`src/rtl/spc_pkg.sv`:
```
package spc_pkg;

  // Operation chosen for the next clock edge, lowest to highest priority.
  typedef enum logic [1:0] {
    SPC_HOLD  = 2'd0,
    SPC_COUNT = 2'd1,
    SPC_LOAD  = 2'd2,
    SPC_CLEAR = 2'd3
  } spc_op_e;

  // Largest legal count for the chosen modulus.
  function automatic int unsigned spc_top_value(bit decade, int unsigned w);
    if (decade) return 9;
    return (32'd1 << w) - 32'd1;
  endfunction

  // Value after one counting edge.
  function automatic int unsigned spc_advance(int unsigned v, bit decade, int unsigned w);
    int unsigned top;
    top = spc_top_value(decade, w);
    if (v == top) return 0;
    if (!decade) return (v + 1) & top;
    if (v < 9) return v + 1;
    // out-of-range decade digit: even steps up, odd folds into 0..7
    if (v[0]) return (v + 1) & 32'd7;
    return v + 1;
  endfunction

endpackage

```
`src/rtl/spc_decode.sv`:
```
module spc_decode
  import spc_pkg::*;
(
  input  logic    rst_n,
  input  logic    load_n,
  input  logic    en_par,
  input  logic    en_trk,
  output spc_op_e op
);

  always_comb begin
    if (!rst_n)                op = SPC_CLEAR;
    else if (!load_n)          op = SPC_LOAD;
    else if (en_par && en_trk) op = SPC_COUNT;
    else                       op = SPC_HOLD;
  end

endmodule

```
`src/rtl/spc_next.sv`:
```
module spc_next
  import spc_pkg::*;
#(
  parameter int unsigned W      = 4,
  parameter bit          DECADE = 1'b0
) (
  input  spc_op_e        op,
  input  logic [W-1:0]   cur,
  input  logic [W-1:0]   din,
  output logic [W-1:0]   nxt
);

  logic [W-1:0] stepped;

  always_comb begin
    stepped = W'(spc_advance(32'(cur), DECADE, W));
    case (op)
      SPC_CLEAR: nxt = '0;
      SPC_LOAD:  nxt = din;
      SPC_COUNT: nxt = stepped;
      default:   nxt = cur;
    endcase
  end

endmodule

```
`src/rtl/spc_state.sv`:
```
module spc_state #(
  parameter int unsigned W         = 4,
  parameter bit          ASYNC_RST = 1'b1
) (
  input  logic         clk,
  input  logic         rst_n,
  input  logic [W-1:0] d,
  output logic [W-1:0] q
);

  generate
    if (ASYNC_RST) begin : g_async
      always_ff @(posedge clk or negedge rst_n) begin
        if (!rst_n) q <= '0;
        else        q <= d;
      end
    end else begin : g_sync
      always_ff @(posedge clk) begin
        if (!rst_n) q <= '0;
        else        q <= d;
      end
    end
  endgenerate

endmodule

```
`src/rtl/spc_term.sv`:
```
module spc_term
  import spc_pkg::*;
#(
  parameter int unsigned W      = 4,
  parameter bit          DECADE = 1'b0
) (
  input  logic [W-1:0] cur,
  input  logic         en_trk,
  output logic         at_top,
  output logic         carry_out
);

  localparam logic [W-1:0] TOP = W'(spc_top_value(DECADE, W));

  assign at_top    = (cur == TOP);
  assign carry_out = en_trk & at_top;

endmodule

```
`src/rtl/sync_preset_counter.sv`:
```
module sync_preset_counter
  import spc_pkg::*;
#(
  parameter int unsigned W         = 4,
  parameter bit          DECADE    = 1'b0,
  parameter bit          ASYNC_RST = 1'b1
) (
  input  logic         clk,
  input  logic         rst_n,
  input  logic         load_n,
  input  logic         en_par,
  input  logic         en_trk,
  input  logic [W-1:0] din,
  output logic [W-1:0] count,
  output logic         carry_out
);

  spc_op_e      op;
  logic [W-1:0] nxt;
  logic         at_top;
  logic         do_count;
  logic         do_load;

  spc_decode u_decode (
    .rst_n  (rst_n),
    .load_n (load_n),
    .en_par (en_par),
    .en_trk (en_trk),
    .op     (op)
  );

  spc_next #(.W(W), .DECADE(DECADE)) u_next (
    .op  (op),
    .cur (count),
    .din (din),
    .nxt (nxt)
  );

  spc_state #(.W(W), .ASYNC_RST(ASYNC_RST)) u_state (
    .clk   (clk),
    .rst_n (rst_n),
    .d     (nxt),
    .q     (count)
  );

  spc_term #(.W(W), .DECADE(DECADE)) u_term (
    .cur       (count),
    .en_trk    (en_trk),
    .at_top    (at_top),
    .carry_out (carry_out)
  );

  // named events for the checker
  assign do_count = (op == SPC_COUNT);
  assign do_load  = (op == SPC_LOAD);

endmodule

```
`config.mk`:
```
export PLATFORM = sky130hd
export DESIGN_NAME = sync_preset_counter
export DESIGN_NICKNAME = d
export VERILOG_FILES = /design/src/rtl/spc_pkg.sv /design/src/rtl/spc_decode.sv /design/src/rtl/spc_next.sv /design/src/rtl/spc_state.sv /design/src/rtl/spc_term.sv /design/src/rtl/sync_preset_counter.sv
export SDC_FILE = /design/constraint.sdc
export NUM_CORES = 1
export LEC_CHECK = 0
export ABC_AREA = 1
export BUFFER_PORTS_ARGS = -buffer_cell sky130_fd_sc_hd__buf_2
export CORE_AREA = 2 2 39 41
export CTS_BUF_LIST = sky130_fd_sc_hd__clkbuf_16
export DETAILED_ROUTE_END_ITERATION = 12
export DIE_AREA = 0 0 41 43
export GPL_TIMING_DRIVEN = 0
export PLACE_DENSITY = 0.43
export SLEW_MARGIN = 20
export SYNTH_ARGS = -nofsm -noshare
export SYNTH_HDL_FRONTEND = slang
export SYNTH_SLANG_ARGS = --single-unit
```
`constraint.sdc`:
```
create_clock -name clk -period 1.52 [get_ports clk]
set_input_delay 0.228 -clock clk [delete_from_list [all_inputs] [get_ports clk]]
set_output_delay 0.228 -clock clk [all_outputs]
set_load 0.01 [all_outputs]
```
# ---- Word-level counts from Yosys, hierarchy flattened
# Cells that the tools add are included.
dict set report word_totals {
  reg_bits 4
  latchBits 0
  mem_bits_rw 0
  mem_bits_ro 0
  out_inout_bits 5
  wordCells 28
  n_memories 0
}
dict set report op_classes {
  n_addsub 1
  n_mul 0
  div 0
  magnitude_cmp 1
  eq_ne 4
  shifts 0
  muxes 18
  bitwise 1
  n_reduce_logical 2
}
# operator count
set ops {}
lappend ops {{4-bit two-way mux} 5}
lappend ops {{4-bit case mux with 3 select lines} 1}
lappend ops {{1-bit two-way mux} 10}
lappend ops {{4-bit by 1-bit adder with 5-bit output, second input constant} 1}
lappend ops {{2-bit == test, second input constant} 2}
lappend ops {{4-bit == test, second input constant} 1}
lappend ops {{4-bit < comparator, second input constant} 1}
lappend ops {{2-bit two-way mux} 2}
lappend ops {{3-bit nonzero test} 1}
lappend ops {{2-bit by 1-bit == test with 1-bit output, second input constant} 1}
lappend ops {{1-bit AND} 1}
lappend ops {{1-bit logical AND} 1}

# ---- Longest topological paths before layout
# Gate-level depths: netlist (run 1).
dict set report logic_depth {
  depth_word 13
  ltp_mapped 6
  depth_no_buf 6
}

# ---- Modules after synthesis
# Synthesis (run 1) repeated with hierarchy kept, for this count alone.
dict set report unflattened {
  cells_unflattened 44
  hier_area_um2 294.0
}
# module instances cells_each area_each_um2
set modules_own_cells {}
lappend modules_own_cells {spc_next 1 32 156.4}
lappend modules_own_cells {spc_state 1 4 100.1}
lappend modules_own_cells {spc_term 1 5 25.0}
lappend modules_own_cells {spc_decode 1 3 12.5}

# ---- Worst setup path after synthesis (run 1)
# No wires, ideal clock.
dict set report synth_timing {
  path_type {flip-flop to output port}
  from {register u_state.q[0]}
  to {output port carry_out}
  t_arrival_ns 1.016
  required_ns 1.292
  setup_slack_ns 0.276
  stages_incl_launch_ff 4
  n_path_buf 0
  path_cell_list {dfrtp_1 ha_1 nand2_1 nor3b_1}
}
dict set report synth_via {
  elab_chain_len 2
}
# element line
set synth_rtl {}
lappend synth_rtl {{from (decl)} spc_state.sv:8} ;# output logic [W-1:0] q
lappend synth_rtl {{from (signal assigned)} spc_state.sv:14} ;# if (!rst_n) q <= '0;
lappend synth_rtl {{from (signal assigned)} spc_state.sv:15} ;# else q <= d;
lappend synth_rtl {{4-bit == test} spc_term.sv:15} ;# assign at_top = (cur == TOP);
lappend synth_rtl {{1-bit AND} spc_term.sv:16} ;# assign carry_out = en_trk & at_top;
lappend synth_rtl {{to (decl)} sync_preset_counter.sv:15} ;# output logic carry_out
# Every way passes these cells.

# ---- Worst setup path in the final report (run 1)
# Same ends and word-level chain as after synthesis.

==> summary.md, run 1 <==
| Metric | Value |
|---|---|
| Met2 usage | `0.134` |
| GR Util met1 | `0.117` |
| Initial DRC count | `5` |
| Final Slew Violations | `0` |
| Area growth syn-to-layout | `69.5%` |
| Critical Path RT | `roughly 1.3 ns` |
| Seq cells post-synth | `4` |
| Crit path launch type | `register` |
| Mean Syn Cell Area | `between 6 and 7 um2` |
| Ys Warns | `0` |
| Final Critical Period | `roughly 1.4 ns` |
| Die Y | `43 um` |
| Final setup viols | `0` |
| Worst setup EP type | `output port` |
| Worst EP arrival | `1.19 ns` |
| IO Pins | `14` |
| Fraction of layout cells with a size suffix above 1 | `0.441` |
| Clk sinks | `4` |
| P_leak | `0.262 nW` |
| Max reg flops | `4` |
| Final Wtd Congestion | `between 0.6 and 0.7` |
| First-pass GRT wire length | `~1100 um` |
| WL/cell | `between 9 and 10 um` |
| Peak supply drop | `around 0.65 mV` |
| CP cell instances | `ha_1 -> nand2_1 -> nor3b_2 -> buf_2` |
| Ys async rst share | `1.00` |
| Placed wire-length estimate | `543 um` |
| Average via count per standard cell | `between 4 and 5` |
| I/O Buffers | `13` |
| Syn_nets | `50` |
| Area share of the largest cell type after synthesis | `0.364` |
| Slew HR | `0.870` |
| Die ar. | `~1800 um2` |
| RSZ-0062 raised after global routing | `false` |
| Total track usage | `0.0977` |
| Max_cap viols | `0` |
| Worst skew pair latency | `~0.23 ns` |
| Core area | `1380 um2` |
| Fmax | `705 MHz` |
| Syn Inst Count | `40` |
| Hold Path Class | `in2reg` |
| Final period util | `0.934` |
| Status | `finished clean` |
| Top cells by count, synth | `nand2_1, nand3_1, inv_1` |
| DRC | `0` |
| Final hold slack | `about 0.26 ns` |
| Crit path buffers/inverters | `1` |
| Post-DRT Antenna Nets | `0` |
| Final Hold Fails | `0` |
| Number of antenna violations at the first check in global routing | `0` |
| Post-synth EDFFs | `0` |
| Cell class contributing the biggest share of worst-path delay | `flip-flops` |
| Seq/Total Area, Yosys | `0.364` |
| Most frequent cell after synthesis | `nand2_1` |
| Overflow after GRT | `0` |
| Antenna cells | `0` |
| Count of cell types in the netlist | `12` |
| Slew @ Worst Pin | `0.195 ns` |
| Wirelength, routed | `between 700 and 800 um` |
| CP Class | `reg2out` |
| Synth area leader | `dfrtp_1` |
| Clock Pin Slew Worst Setup and Hold Paths | `roughly 0.030 ns` |
| Count of nets after finishing | `71` |
| Largest net degree at the start of global routing | `10` |
| GR Layer Usage met3 | `0.0314` |
| Pwr dens | `roughly 1300 nW/um2` |
| Core Util, Final | `0.337` |
| Vias in the first global route | `roughly 290` |
| Worst path slowest cell | `dfrtp_2` |
| H-tree depth | `1` |
| Clock skew | `between 0.003 and 0.004 ns` |
| Clock buffer depth | `2` |
| Top flop regs | `u_state.q x4` |
| Top cells by area, synth | `dfrtp_1, nand3_1, nand2_1, inv_1, ha_1` |
| Critical path peak fanout | `6` |
| Layer with the highest usage | `met2` |
| Core Rows | `14` |
| Main synth FF type | `dfrtp_1` |
| CTS Root Cell | `clkbuf_16` |
| Post-Syn Area | `275 um2` |
| Via count | `315` |
| Starting Density | `0.199` |
| Setup TNS | `0 ns` |
| Most flop-heavy register | `u_state.q` |
| Num CTS Buffers | `3` |
| Die W | `between 40 and 50 um` |
| Critical path's largest stage delay | `roughly 0.40 ns` |
| Drt first pass iters | `2` |
| CTS tree | `yes` |
==> worst reg2reg max path, delay by kind of cell (launching register included) <==
family,cells,cell delay [ns]
flip-flops,1,0.43
adder cells (fa/ha/maj),1,0.21
AND/OR/NAND/NOR,3,0.44
==> cell usage in the layout, fill, tap and decap left out, types with 2 or more instances in the layout <==
cell	n
nor2_2	2
nand3_1	10
nand2_1	11
buf_4	2
buf_2	13
nand2_2	2
dfrtp_1	3
clkbuf_16	3
inv_1	5
==> worst paths after layout <==
kind / startpoint / slack (ns) / end / depth (start not counted)
max: u_state.q[0] / 0.10 / carry_out / 4
min: din[2] / 0.26 / u_state.q[2] / 3
max reg2reg: u_state.q[0] / 0.32 / u_state.q[2] / 4
min reg2reg: u_state.q[3] / 0.56 / u_state.q[3] / 2
max in group asynchronous: rst_n / 0.95 / u_state.q[0] / 2
min in group asynchronous: rst_n / 0.38 / u_state.q[3] / 2
==> report_power, final <==
part           internal, mW  switching [mW]  total, mW
combinational        0.0295          0.0319     0.0613
clock                 0.337          0.0791      0.416
sequential            0.115         0.00827      0.123
total                 0.481           0.119      0.600
==> through the flow <==
step                      total power, mW  setup slack (ns)  instances  cell area [um2]
after floorplan                     0.150             0.276         40              275
after global placement              0.177             0.295         69              360
after detailed placement            0.178             0.283         69              360
after CTS                           0.602            0.0207         73              445
after global routing                0.623            0.0297         75              467
final                               0.600             0.101         75              467
==> cell type report <==
type                       instances  area, um2
clock buffer                       3       75.1
fill                             161        917
inverter                           6       22.5
multi-input combinational         30        158
sequential                         4        101
tap                               16       20.0
timing repair buffer              16       90.1
==> layer usage <==
layer / vias to the layer above / part of all wire
li1: 168 / -
met1: 138 / 0.48
met2: 7 / 0.46
met3: 2 / 0.046
met4: 0 / 0.0068
met5: - / 0
==> repair_timing <==
action	in CTS	in global routing
resized for setup	0	2
endpoints found under the setup margin	0	1
buffers inserted	0	2
hold endpoints to repair	4	0
hold buffers	1	0
==> cell families (layout without fill, tap and decap cells) <==
group / Yosys count / count (layout) / synth area share
buf+inv: 6 / 25 / 0.0818
flops: 4 / 4 / 0.364
simple gates: 29 / 29 / 0.509
fa+ha+maj: 1 / 1 / 0.0454
Note: power is estimated with default switching activity, not from simulation.
==> run 2, diff against run 1 <==
==> constraint.sdc (replaced) <==
create_clock -name clk -period 1.52 [get_ports clk]
set_input_delay 0.304 -clock clk [delete_from_list [all_inputs] [get_ports clk]]
set_output_delay 0.304 -clock clk [all_outputs]
set_load 0.01 [all_outputs]
==> summary.md, run 2 (synthesis results as in run 1) <==
| Metric | Value |
|---|---|
| Slew HR | `0.870 (about the same)` |
| Worst EP arrival | `1.14 ns (was 1.19 ns)` |
| CTS tree | `yes (unchanged)` |
| I/O Buffers | `13 (unchanged)` |
| Num CTS Buffers | `3 (unchanged)` |
| Slew @ Worst Pin | `0.195 ns (about the same)` |
| Total track usage | `0.0987 (was 0.0977)` |
| Die Y | `43 um (unchanged)` |
| Status | `finished clean (unchanged)` |
| Peak supply drop | `0.650 mV (was 0.646 mV)` |
| DRC | `0 (unchanged)` |
| Setup TNS | `0 ns (unchanged)` |
| Final period util | `0.947 (was 0.934)` |
| Max_cap viols | `0 (unchanged)` |
| Die ar. | `1760 um2 (unchanged)` |
| H-tree depth | `1 (unchanged)` |
| CP Class | `reg2out (unchanged)` |
| WL/cell | `9.76 um (was 9.80 um)` |
| Antenna cells | `0 (unchanged)` |
| Via count | `318 (was 315)` |
| Max reg flops | `4 (unchanged)` |
| Hold Path Class | `in2reg (unchanged)` |
| Initial DRC count | `8 (was 5)` |
| Area growth syn-to-layout | `69.1% (was 69.5%)` |
| Placed Cells | `69 (unchanged)` |
| Pwr dens | `1290 nW/um2 (about the same)` |
| Wirelength, routed | `732 um (was 735 um)` |
| Drt first pass iters | `3 (was 2)` |
| RSZ-0062 raised after global routing | `false (unchanged)` |
| Top flop regs | `u_state.q x4 (unchanged)` |
| Core area | `1380 um2 (unchanged)` |
| First-pass GRT wire length | `1110 um (was 1100 um)` |
| Total power | `0.599 mW (was 0.600 mW)` |
| Number of antenna violations at the first check in global routing | `0 (unchanged)` |
| CTS Root Cell | `clkbuf_16 (unchanged)` |
| Placed wire-length estimate | `543 um (unchanged)` |
| Overflow after GRT | `0 (unchanged)` |
| Final Slew Violations | `0 (unchanged)` |
| Starting Density | `0.199 (unchanged)` |
| Final setup viols | `0 (unchanged)` |
| Fraction of layout cells with a size suffix above 1 | `0.424 (was 0.441)` |
| Average via count per standard cell | `4.24 (was 4.20)` |
| Most common cell after layout, fill and taps aside | `buf_2 (unchanged)` |
| Clk sinks | `4 (unchanged)` |
| Fin cells | `75 (unchanged)` |
| Most flop-heavy register | `u_state.q (unchanged)` |
| IO Pins | `14 (unchanged)` |
| Commonest non-fill, non-tap cells in the layout | `buf_2, nand2_1, nand3_1 (unchanged)` |
| Clock buffer depth | `2 (unchanged)` |
| Worst skew pair latency | `0.22 ns (was 0.23 ns)` |
| Post-DRT Antenna Nets | `0 (unchanged)` |
| Critical path peak fanout | `3 (was 6)` |
| Clock skew | `0.00240 ns (was 0.00316 ns)` |
| Final Critical Period | `1.44 ns (was 1.42 ns)` |
| Largest net degree at the start of global routing | `10 (unchanged)` |
| Worst setup EP type | `output port (unchanged)` |
| Die W | `41 um (unchanged)` |
| Final Hold Fails | `0 (unchanged)` |
| Crit path launch type | `register (unchanged)` |
| Fmax | `695 MHz (was 705 MHz)` |
| Core Rows | `14 (unchanged)` |
| Vias in the first global route | `288 (was 287)` |
| Count of nets after finishing | `71 (unchanged)` |
| Clock Pin Slew Worst Setup and Hold Paths | `0.03 ns (about the same)` |
| Critical Path RT | `1.22 ns (was 1.29 ns)` |
| Final Wtd Congestion | `0.666 (unchanged)` |
| P_leak | `0.263 nW (was 0.262 nW)` |
==> run 2: cell counts in the layout (fill, tap and decap cells not counted) <==
No cell type changed its count.
==> run 2: per-layer routing <==
| layer | global-route usage | up-vias | routed length (um) |
|---|---|---|---|
| met1 | 0.123 | 142 | 346 |
| met2 | 0.131 | 7 | 345 |
| met3 | 0.0314 | 2 | 34 |
| met5 | 0 | - | 0 |
| met4 | 0.0800 | 0 | 5 |
| li1 | - | 167 | - |
==> run 2: layout make-up <==
type,count,area (um2)
flip-flops and latches,4,100
multi-input cells,30,158
repair buffers,16,90.1
well taps,16,20.0
clock buffers,3,75.1
fillers,158,918
inverters,6,22.5
==> run 2: final timing paths <==
kind,startpoint,slack (ns),depth (start not counted),endpoint
setup / recovery,u_state.q[0],0.08,4,carry_out
hold / removal,din[2],0.34,3,u_state.q[2]
setup reg to reg,u_state.q[0],0.37,4,u_state.q[2]
hold reg to reg,u_state.q[3],0.56,2,u_state.q[3]
max in group asynchronous,rst_n,0.89,2,u_state.q[2]
min in group asynchronous,rst_n,0.46,2,u_state.q[3]
==> run 2: worst max-delay path, cell delays in order, from the launching register on <==
cell and delay, ns:
dfrtp_1 0.35, ha_1 0.16, nand2_1 0.09, nor3b_2 0.16, buf_2 0.14
==> run 2: report_power, final <==
group,switching [mW],total (mW),internal (mW)
clock,0.0785,0.415,0.337
combinational,0.0341,0.0639,0.0298
sequential,0.00590,0.120,0.114
==> run 2: what timing repair did <==
action	CTS	global route
hold endpoints to repair	4	0
hold buffers	1	0
endpoints found under the setup margin	1	1
resized for setup	0	1
buffers inserted	2	0
==> run 2: through the flow <==
| stage | cell area, um2 | hold slack [ns] | setup WS, ns | util |
|---|---|---|---|---|
| after global routing | 465 | 0.347 | 0.0230 | 0.336 |
| after detailed placement | 360 | 0.154 | 0.207 | 0.260 |
| after CTS | 460 | 0.343 | 0.0417 | 0.333 |
| final | 465 | 0.336 | 0.0805 | 0.336 |
| after floorplan | 275 | 0.00841 | 0.200 | - |
| after global placement | 360 | 0.152 | 0.219 | 0.260 |
